**src/rtl/svpwm_pkg.sv**
```systemverilog
package svpwm_pkg;

  // Active vector k (1..6) as {A,B,C}; 000 for anything else.
  function automatic logic [2:0] active_vec(input logic [2:0] k);
    case (k)
      3'd1:    active_vec = 3'b100;
      3'd2:    active_vec = 3'b110;
      3'd3:    active_vec = 3'b010;
      3'd4:    active_vec = 3'b011;
      3'd5:    active_vec = 3'b001;
      3'd6:    active_vec = 3'b101;
      default: active_vec = 3'b000;
    endcase
  endfunction

  // Neighbouring sector, wrapping 6 back to 1.
  function automatic logic [2:0] next_sector(input logic [2:0] k);
    next_sector = (k == 3'd6) ? 3'd1 : k + 3'd1;
  endfunction

  function automatic logic sector_ok(input logic [2:0] k);
    sector_ok = (k >= 3'd1) && (k <= 3'd6);
  endfunction

endpackage

```
**src/rtl/svpwm_timer.sv**
```systemverilog
module svpwm_timer #(
  parameter int unsigned PER = 400,
  parameter int unsigned TW  = 12,
  localparam int unsigned CW = $clog2(PER)
) (
  input  logic          clk,
  input  logic          rst,
  input  logic [2:0]    sector_in,
  input  logic [TW-1:0] ta_in,
  input  logic [TW-1:0] tb_in,
  output logic [CW-1:0] cnt,
  output logic          start,
  output logic [2:0]    sec_q,
  output logic [TW-1:0] ta_q,
  output logic [TW-1:0] tb_q
);
  localparam logic [TW:0]   PER_W = (TW+1)'(PER);
  localparam logic [CW-1:0] LAST  = CW'(PER - 1);

  logic [TW-1:0] ta_c, tb_c;
  logic [TW:0]   pair_sum;

  // Dwell-time limiting so the zero time never goes negative.
  always_comb begin
    if ({1'b0, ta_in} > PER_W) ta_c = PER_W[TW-1:0];
    else                       ta_c = ta_in;
    pair_sum = {1'b0, ta_c} + {1'b0, tb_in};
    if (pair_sum > PER_W) tb_c = PER_W[TW-1:0] - ta_c;
    else                  tb_c = tb_in;
  end

  always_ff @(posedge clk) begin
    if (rst) begin
      cnt   <= LAST;
      sec_q <= 3'd0;
      ta_q  <= '0;
      tb_q  <= '0;
    end else if (cnt == LAST) begin
      cnt   <= '0;
      sec_q <= sector_in;
      ta_q  <= ta_c;
      tb_q  <= tb_c;
    end else begin
      cnt <= cnt + 1'b1;
    end
  end

  assign start = (cnt == '0);

endmodule

```
**src/rtl/svpwm_segmap.sv**
```systemverilog
module svpwm_segmap #(
  parameter int unsigned PER = 400,
  parameter int unsigned TW  = 12,
  localparam int unsigned CW = $clog2(PER)
) (
  input  logic [CW-1:0] cnt,
  input  logic [2:0]    sec_q,
  input  logic [TW-1:0] ta_q,
  input  logic [TW-1:0] tb_q,
  output logic [2:0]    seg,
  output logic          all_nz,
  output logic          d0_nz
);
  localparam logic [TW:0] PER_W = (TW+1)'(PER);
  localparam int unsigned NB = 7;

  logic [TW:0] t0, d0, da, db, dx, dy;
  logic [TW:0] cnt_x;

  assign t0    = PER_W - {1'b0, ta_q} - {1'b0, tb_q};
  assign d0    = t0 >> 2;
  assign da    = {1'b0, ta_q} >> 1;
  assign db    = {1'b0, tb_q} >> 1;
  // Odd sectors lead with Va, even sectors with Vb.
  assign dx    = sec_q[0] ? da : db;
  assign dy    = sec_q[0] ? db : da;
  assign cnt_x = (TW+1)'(cnt);

  assign d0_nz  = (d0 != '0);
  assign all_nz = d0_nz && (da != '0) && (db != '0);

  always_comb begin
    logic [TW:0] len [NB];
    logic [TW:0] acc;
    len[0] = d0; len[1] = dx; len[2] = dy; len[3] = d0;
    len[4] = d0; len[5] = dy; len[6] = dx;
    acc = '0;
    seg = 3'd0;
    for (int i = 0; i < NB; i++) begin
      acc = acc + len[i];
      if (cnt_x >= acc) seg = seg + 3'd1;
    end
  end

endmodule

```
**src/rtl/svpwm_statesel.sv**
```systemverilog
module svpwm_statesel
  import svpwm_pkg::*;
(
  input  logic [2:0] seg,
  input  logic [2:0] sec_q,
  output logic [2:0] state,
  output logic       valid
);
  logic [2:0] va, vb, first_v, second_v;

  assign valid    = sector_ok(sec_q);
  assign va       = active_vec(sec_q);
  assign vb       = active_vec(next_sector(sec_q));
  assign first_v  = sec_q[0] ? va : vb;
  assign second_v = sec_q[0] ? vb : va;

  always_comb begin
    if (!valid) state = 3'b000;
    else begin
      case (seg)
        3'd1, 3'd6: state = first_v;
        3'd2, 3'd5: state = second_v;
        3'd3, 3'd4: state = 3'b111;
        default:    state = 3'b000;
      endcase
    end
  end

endmodule

```
**src/rtl/svpwm_seq.sv**
```systemverilog
module svpwm_seq #(
  parameter int unsigned PER = 400,
  parameter int unsigned TW  = 12
) (
  input  logic          clk,
  input  logic          rst,
  input  logic [2:0]    sector_in,
  input  logic [TW-1:0] ta_in,
  input  logic [TW-1:0] tb_in,
  output logic [2:0]    gate_hi,
  output logic [2:0]    gate_lo,
  output logic          period_start,
  output logic [2:0]    sector_o,
  output logic [2:0]    seg_o
);
  localparam int unsigned CW = $clog2(PER);

  logic [CW-1:0] cnt;
  logic [2:0]    sec_q;
  logic [TW-1:0] ta_q, tb_q;
  logic [2:0]    seg;
  logic [2:0]    state;
  // Named internal events for the checker.
  logic          all_nz;
  logic          d0_nz;
  logic          sec_valid;

  svpwm_timer #(.PER(PER), .TW(TW)) u_timer (
    .clk(clk), .rst(rst), .sector_in(sector_in), .ta_in(ta_in), .tb_in(tb_in),
    .cnt(cnt), .start(period_start), .sec_q(sec_q), .ta_q(ta_q), .tb_q(tb_q)
  );

  svpwm_segmap #(.PER(PER), .TW(TW)) u_segmap (
    .cnt(cnt), .sec_q(sec_q), .ta_q(ta_q), .tb_q(tb_q),
    .seg(seg), .all_nz(all_nz), .d0_nz(d0_nz)
  );

  svpwm_statesel u_sel (
    .seg(seg), .sec_q(sec_q), .state(state), .valid(sec_valid)
  );

  assign gate_hi  = state;
  assign gate_lo  = ~state;
  assign sector_o = sec_q;
  assign seg_o    = seg;

endmodule

```
**config.mk**
```make
export PLATFORM = sky130hd
export DESIGN_NAME = svpwm_seq
export DESIGN_NICKNAME = d
export VERILOG_FILES = /design/src/rtl/svpwm_pkg.sv /design/src/rtl/svpwm_timer.sv /design/src/rtl/svpwm_segmap.sv /design/src/rtl/svpwm_statesel.sv /design/src/rtl/svpwm_seq.sv
export SDC_FILE = /design/constraint.sdc
export NUM_CORES = 1
export LEC_CHECK = 0
export BUFFER_PORTS_ARGS = -buffer_cell sky130_fd_sc_hd__buf_2
export CORE_UTILIZATION = 60
export DETAILED_ROUTE_END_ITERATION = 12
export PLACE_DENSITY = 0.78
export SLEW_MARGIN = 10
export SYNTH_ARGS = -nofsm -noshare
export SYNTH_HDL_FRONTEND = slang
export SYNTH_SLANG_ARGS = --single-unit
```
**constraint.sdc**
```tcl
create_clock -name clk -period 12.4 [get_ports clk]
set_clock_uncertainty 0.2 [all_clocks]
set_input_delay 0 -clock clk [delete_from_list [all_inputs] [get_ports clk]]
set_output_delay 0 -clock clk [all_outputs]
set_load 0.02 [all_outputs]
```
**Word-level counts from Yosys, hierarchy flattened**

Index checks and enable logic that the tools add are counted.

- Logic and storage cells: 79
- Flip-flop bits (word level): 36
- Output and inout bits: 13

- Add/subtract/negate cells: 18
- Order comparisons: 11
- Reduce and logical (&&, ||, !) cells: 6
- Mux-type cells: 19
- Eq/ne operators: 19
- Bitwise operators: 1

Operator list:

| kind | count |
|---|---|
| $ge A9 B13 Y1 | 6 |
| $add A13 B13 Y13 | 3 |
| $pmux W3 S6 | 2 |
| $mux W3 | 10 |
| $eq A3 B3 Y1 const B | 9 |
| $add A13 B11 Y13 | 2 |
| $mux W12 | 2 |
| $mux W11 | 2 |
| $add A3 B1 Y3 const B | 7 |
| $eq A3 B2 Y1 const B | 6 |
| $add A11 B13 Y13 | 1 |
| $add A12 B12 Y13 | 1 |
| $gt A13 B9 Y1 const B | 1 |
| $sub A13 B12 Y13 | 1 |
| $sub A9 B12 Y13 const A | 1 |
| $gt A12 B9 Y1 const B | 1 |
| $sub A9 B12 Y12 const A | 1 |
| $ge A9 B11 Y1 | 1 |
| $add A9 B1 Y9 const B | 1 |
| $eq A3 B1 Y1 const B | 3 |
| $eq A9 B9 Y1 const B | 1 |
| $logic_not A9 Y1 | 1 |
| $mux W9 | 1 |
| $pmux W3 S3 | 1 |
| other kinds (6) | 9 |

**Logic depth before layout (Yosys ltp)**

Gate-level depths: netlist of the first run.

- Word-level depth: 21
- Gate-level depth with buffers: 47
- Depth with buffers taken out: 47

**Hierarchy**

Synthesis of the first run repeated with hierarchy kept, for this count alone.

- Cells, all modules: 1095
- Area total of the unflattened synthesis: 8582.0 µm²

Modules (own cells, without submodules):

| module | area each (µm²) | cells each | times used |
|---|---|---|---|
| svpwm_segmap | 5924.4 | 758 | 1 |
| svpwm_timer | 2377.3 | 292 | 1 |
| svpwm_statesel | 269.0 | 42 | 1 |
| svpwm_seq | 11.3 | 3 | 1 |

**Worst setup path before layout of the first run**

No wires, ideal clock.

- Kind: flip-flop to output port
- Start: register u_timer.ta_q[1]
- End: output port gate_hi[1]
- Stages on the path, launching flop included: 42
- Data arrival time: 10.881 ns
- Slack: 1.319 ns
- Cell sequence: dfxtp_1 > ha_1 > nor3_1 > inv_1 > fa_1 > xnor2_1 > fa_1 > fa_1 > a21o_1 > a21oi_1 > nor2b_1 > or3_1 > a31oi_4 > o21bai_2 > maj3_2 > xor2_1 > ha_1 > nand2_1 > [6 not listed] > o21ai_0 > xnor2_1 > ha_1 > nand2_1 > o211ai_1 > o211ai_1 > o31ai_1 > a2111oi_1 > a211oi_2 > xnor2_1 > and3_1 > mux2_4 > ha_1 > or3_1 > o21ai_4 > nor2_2 > maj3_2 > a2111oi_1

- Cells in the longest elaborated chain, start to end: 20
- Elaborated cells between the ends (all ways): 41
- Classes of those cells: add/sub (14); order compare (7); eq/ne (6); mux (11); reduce/logical (3)

Ends and longest elaborated chain:

| item | RTL line | RTL |
|---|---|---|
| start: declaration | svpwm_timer.sv:14 | `output logic [TW-1:0] ta_q,` |
| start signal: assignment | svpwm_timer.sv:41 | `ta_q <= ta_c;` |
| branches (longest 15 deep; another with $sub A9 B12 Y13) | - |  |
| $mux W3 (*) | svpwm_segmap.sv:41 | `if (cnt_x >= acc) seg = seg + 3'd1;` |
| $eq A3 B2 Y1 (tied with other cells) | svpwm_statesel.sv:20 | `case (seg)` |
| $reduce_or A2 Y1 | svpwm_statesel.sv:20 |  |
| $pmux W3 S3 (*) | svpwm_statesel.sv:20 |  |
| $mux W3 (*) | svpwm_statesel.sv:18 | `if (!valid) state = 3'b000;` |
| end: declaration | svpwm_seq.sv:10 | `output logic [2:0] gate_hi,` |

Mark *: on every way between the ends.

**Worst setup path in the final report of the first run**

Ends and elaborated chain as after synthesis.

==> results of run 1 <==
[area by class of cell]
cell class	count	area, µm²
fill	1121	4290
multi-input combinational	879	6990
inverter	105	397
clock inverter	3	42.5
timing repair buffer	72	503
sequential	36	721
tap	176	220
clock buffer	5	125
[registers in the layout, summed over array words and instances, names as in the netlist]
register       count
u_timer.ta_q      12
u_timer.tb_q      12
u_timer.cnt        9
u_timer.sec_q      3
[path summary, 6_finish.rpt]
kind / end
setup reg to reg: u_timer.tb_q[7]
hold reg to reg: u_timer.tb_q[9]
hold / removal: u_timer.ta_q[1]
setup / recovery: gate_hi[1]
[Yosys cell counts, drive strengths merged, types with 4 or more instances]
master / number / area share
o21ai: 47 / 0.031
mux2: 14 / 0.021
buf: 8 / 0.0063
a31oi: 7 / 0.0072
ha: 150 / 0.23
nand3: 12 / 0.0079
nand3b: 6 / 0.0055
o2111ai: 4 / 0.0050
and4: 5 / 0.0059
mux2i: 12 / 0.015
nor2: 67 / 0.032
o311a: 4 / 0.0049
or2: 5 / 0.0038
a21oi: 90 / 0.057
dfxtp: 36 / 0.088
nand2: 64 / 0.029
maj3: 9 / 0.012
nor2b: 21 / 0.016
nor4: 6 / 0.0046
and2: 13 / 0.0099
o21bai: 17 / 0.016
nand2b: 29 / 0.022
inv: 105 / 0.048
a311oi: 4 / 0.0043
o21a: 7 / 0.0064
clkbuf: 19 / 0.0087
o211ai: 11 / 0.010
and3: 13 / 0.011
a21o: 44 / 0.040
nor3: 28 / 0.018
or3: 4 / 0.0031
a211oi: 17 / 0.017
xor2: 34 / 0.036
fa: 8 / 0.020
xnor2: 74 / 0.084
o311ai: 4 / 0.0052
o31ai: 4 / 0.0053
o2111a: 4 / 0.0055
[critical path, delay by kind of cell (launching register included)]
kind	cells	cell delay, ns
DFF	1	0.33
muxes	1	0.34
AOI/OAI and AO/OA	13	2.95
xor gates and xnor gates	6	0.98
and+or+nand+nor	10	2.39
adders and majority gates	11	3.74
buffers and inverters	3	0.46
[through the flow]
step	cells	worst slack, ns	hold WS (ns)	cell area [µm²]
after floorplan	1047	1.32	-0.0640	8210
after global placement	1242	1.11	0.0564	8560
after detailed placement	1242	0.791	0.0537	8560
after CTS	1276	0.442	0.0138	8980
after global routing	1276	0.0295	0.0624	9000
final	1276	0.710	0.0186	9000
[what timing repair did]
| item | 4_1_cts | 5_1_grt |
|---|---|---|
| setup endpoints to repair | 0 | 6 |
| gates resized for setup | 0 | 4 |
| endpoints found under the hold margin | 22 | 0 |
| hold buffers | 26 | 0 |
[kinds of logic after synthesis]
logic type / count (synthesis)
AOI/OAI and AO/OA: 288
and+or+nand+nor: 284
adders and majority gates: 167
buffers and inverters: 132
xor gates and xnor gates: 111
DFF: 36
muxes: 26
other: 1
[routing by layer]
layer	share of wire	track usage	up-vias
li1	-	-	3847
met1	0.46	0.346	3463
met2	0.48	0.495	170
met3	0.048	0.0441	27
met4	0.013	0.0783	0
met5	0	0	-
==> metrics.txt, run 1 <==
outcome finished clean; hold path depth 5; RePlAce Congestion 0.896; die height approximately 120 µm; Max Slew Vio Count 0; Syn Area/Cell about 7.8 µm²; GRT Resource Usage Total 0.279; H-tree lvl count 2; synthesized flop and latch total 36; Via density between 5 and 6; RSZ-0062 raised after global routing false; Cells after Synth 1,045; clock tree buffer depth 2; sequential area share after synthesis 0.0879; Req. time, crit path between 10 and 15 ns; mux share of post-synthesis cell area 0.0357; die area between 10,000 and 15,000 µm²; Worst path slowest cell fa_1; number of synthesized flops with an enable pin 0; fin crit period 11.69 ns; Num CTS Buffers 5; Pre-antenna DRT Iters 5; Yosys Warn Count 0; Yosys cell types slightly below 100; Worst slew margin 0.326; Core ar. ~13,000 µm²; Synth Area in Compound Gates 0.244; Row Count 42; post-layout util 0.677; most frequent cell on the critical path ha_1; first-pass GRT wire length around 32,000 µm; post-route ant nets 0; NumNets Final approximately 1,300; Reg2Reg Depth 7; DRC viols 0; most frequent cells in the layout ha_1 (150), inv_1 (102), a21oi_1 (87); clock root buffer clkbuf_16; simple-gate share of the synthesized area 0.180; Final setup viols 0; Ant. Diodes 0; Post-synth ARST share 0; DRT Wirelength 19,000 µm; gr ovfl total 0; starting DRC count in detailed routing around 310; final hold viol count 0; post-synthesis xor/xnor area fraction 0.128; crit end category primary output; post-DR wirelength/cell 14.9 µm; largest net degree at the start of global routing 44; fmax 0.0855 GHz; CTS tree built; Worst setup SP type register; crit-path max FO 8; Ports between 40 and 50; slowest cell delay on critical path around 0.55 ns; DPL Wire Length about 15,000 µm; vias in the first global route around 7,300; clk sink count 36; Vias around 7,500; I/O Buffers 41; largest family of logic cells by synthesized area adder cells; most common cell after layout, fill and taps aside ha_1; adder-cell share of the synthesized area 0.260; Layout area overhead 9.73%; clk_lat worst skew 0.29 ns; reg2reg start u_timer.cnt[1]; Cell Area, Synth between 8000 and 9000 µm²; worst hold path startpoint ta_in[1]; Starting Density 0.617; post-CTS setup buffers 0; layout cell share with drive strength beyond 1 0.100; Synth Flop Type dfxtp_1; initial antenna violation count 0; reg-to-reg setup timing slack between 9 and 10 ns; number of max-cap violations 0; Worst Path Arrival around 11 ns; hold crit path type in -> reg; worst-margin pin slew ~1.0 ns; critical path startpoint u_timer.ta_q[1]; clk slew on worst S/H paths 0.07 ns; die width between 100 and 150 µm; Fin Setup TNS 0 ns; CP Class reg -> out; fin crit share 0.943
Power of run 1 is left out: the tool's default activity adds up to more than one toggle a clock period on the data nets, which glitch-free logic cannot reach.
==> run 2, diff against run 1 <==
--- a/config.mk
+++ b/config.mk
@@ -9,6 +9,7 @@
 export CORE_UTILIZATION = 60
 export DETAILED_ROUTE_END_ITERATION = 12
 export PLACE_DENSITY = 0.78
+export REMOVE_ABC_BUFFERS = 1
 export SLEW_MARGIN = 10
 export SYNTH_ARGS = -nofsm -noshare
 export SYNTH_HDL_FRONTEND = slang
==> metrics.txt, run 2 (same netlist as run 1, synthesis figures left out) <==
post-route ant nets 0 (unchanged); Reg area 721 µm² (unchanged); clock tree buffer depth 2 (unchanged); crit-path max FO 8 (unchanged); largest net degree at the start of global routing 38 (-14%); starting DRC count in detailed routing 278 (-9.2%); Worst setup SP type register; Worst path slowest cell fa_1; clock root buffer clkbuf_16; crit end category primary output; Placed Instance Area 8560 µm² (unchanged); Worst slew margin 0.440 (+0.114); Ports 42 (unchanged); slowest cell delay on critical path 0.55 ns (about the same); CP Class reg -> out; Layout area overhead 10.0%; clk slew on worst S/H paths 0.06 ns (about the same); RePlAce Congestion 0.920 (+2.7%); Worst Path Arrival 11.50 ns (about the same); Max Slew Vio Count 0 (unchanged); layout cell share with drive strength beyond 1 0.101 (+0.000726); Req. time, crit path 12.20 ns (about the same); Min Hold Slack 0.0366 ns (+0.0180 ns); fin crit period 11.70 ns (+0.0132 ns); clk sink count 36 (unchanged); gr ovfl total 0 (unchanged); die area 14,100 µm² (unchanged); # fillers 1,132 (+0.98%); DPL Wire Length 15,100 µm (-2.4%); most frequent cells in the layout ha_1 (150), inv_1 (102), a21oi_1 (87); Row Count 42 (unchanged); Pre-antenna DRT Iters 7 (+2); worst-margin pin slew 0.831 ns (-0.170 ns); outcome finished clean; fin crit share 0.944 (+0.00106); NumNets Final 1,288 (+0.16%); Core ar. 13,300 µm² (unchanged); DRT Wirelength 18,800 µm (-1.0%); number of max-cap violations 0 (unchanged); die width 119 µm (unchanged); final hold viol count 0 (unchanged); most frequent cell on the critical path ha_1; DRC viols 0 (unchanged); post-route cell area 9030 µm² (+0.28%); first-pass GRT wire length 31,600 µm (-2.3%); Num CTS Buffers 5 (unchanged); GRT Resource Usage Total 0.273 (-0.00550); Starting Density 0.617 (unchanged); hold crit path type in -> reg; area of the multi-input gates 7000 µm² (about the same); Vias 7,417 (-1.2%); fmax 0.0854 GHz (-0.11%); initial antenna violation count 0 (unchanged); Final setup viols 0 (unchanged); I/O Buffers 41 (unchanged); most common cell after layout, fill and taps aside ha_1; Regs by FF count u_timer.ta_q (12), u_timer.tb_q (12), u_timer.cnt (9); post-CTS setup buffers 0 (unchanged); Ant. Diodes 0 (unchanged); die height 119 µm (unchanged); CTS tree built; H-tree lvl count 2 (unchanged); Via density 5.80 (-1.4%); vias in the first global route 7,146 (-2.5%); clk_lat worst skew 0.30 ns (about the same); post-DR wirelength/cell 14.7 µm (-1.2%)
[run 2: cell types whose count changed in the layout (fill, tap and decap cells not counted)]
cell | previous run | this run
o21ai_0 | 36 | 37
a2111oi_1 | 2 | 1
o21ai_1 | 9 | 8
a2111oi_2 | 0 | 1
dlygate4sd3_1 | 26 | 28
[run 2: worst max-delay path, delay by kind of cell, from the launching register on]
kind                       cells  cell delay (ns)
and+or+nand+nor               10             2.36
DFF                            1             0.34
xor gates and xnor gates       6             1.02
AOI/OAI and AO/OA             13             2.93
buffers and inverters          3             0.45
adders and majority gates     11             3.74
muxes                          1             0.34
[run 2: area by class of cell]
type                       count  share of cell area
multi-input combinational    879               0.775
clock inverter                 3             0.00471
tap                          176              0.0244
timing repair buffer          74              0.0579
inverter                     105              0.0439
sequential                    36              0.0798
clock buffer                   5              0.0139
[run 2: routing by layer]
metal  vias to the layer above  global-route usage  part of all wire
met3                        24              0.0244             0.032
met2                       128               0.497              0.49
met1                      3436               0.341              0.47
met5                         -                   0                 0
li1                       3829                   -                 -
met4                         0              0.0759             0.015
[run 2: final timing paths]
path	start	endpoint	slack, ns	depth (start not counted)
max reg2reg	u_timer.cnt[1]	u_timer.tb_q[7]	9.56	7
max	u_timer.ta_q[1]	gate_hi[1]	0.70	44
min reg2reg	u_timer.ta_q[0]	u_timer.ta_q[0]	0.27	2
min	ta_in[9]	u_timer.ta_q[5]	0.04	5
[run 2: timing repair]
item / in CTS / in global routing
gates resized for setup: 0 / 4
endpoints found under the hold margin: 23 / 0
setup endpoints to repair: 0 / 6
hold buffers: 28 / 0
[run 2: metrics by stage]
stage | cells | util | setup slack (ns) | setup TNS, ns
after floorplan | 1020 | - | 1.29 | 0
after global placement | 1242 | 0.644 | 1.14 | 0
after detailed placement | 1242 | 0.644 | 0.782 | 0
after CTS | 1278 | 0.677 | 0.435 | 0
after global routing | 1278 | 0.679 | -0.00249 | -0.00249
final | 1278 | 0.679 | 0.697 | 0
Power of run 2 is left out for the same reason.
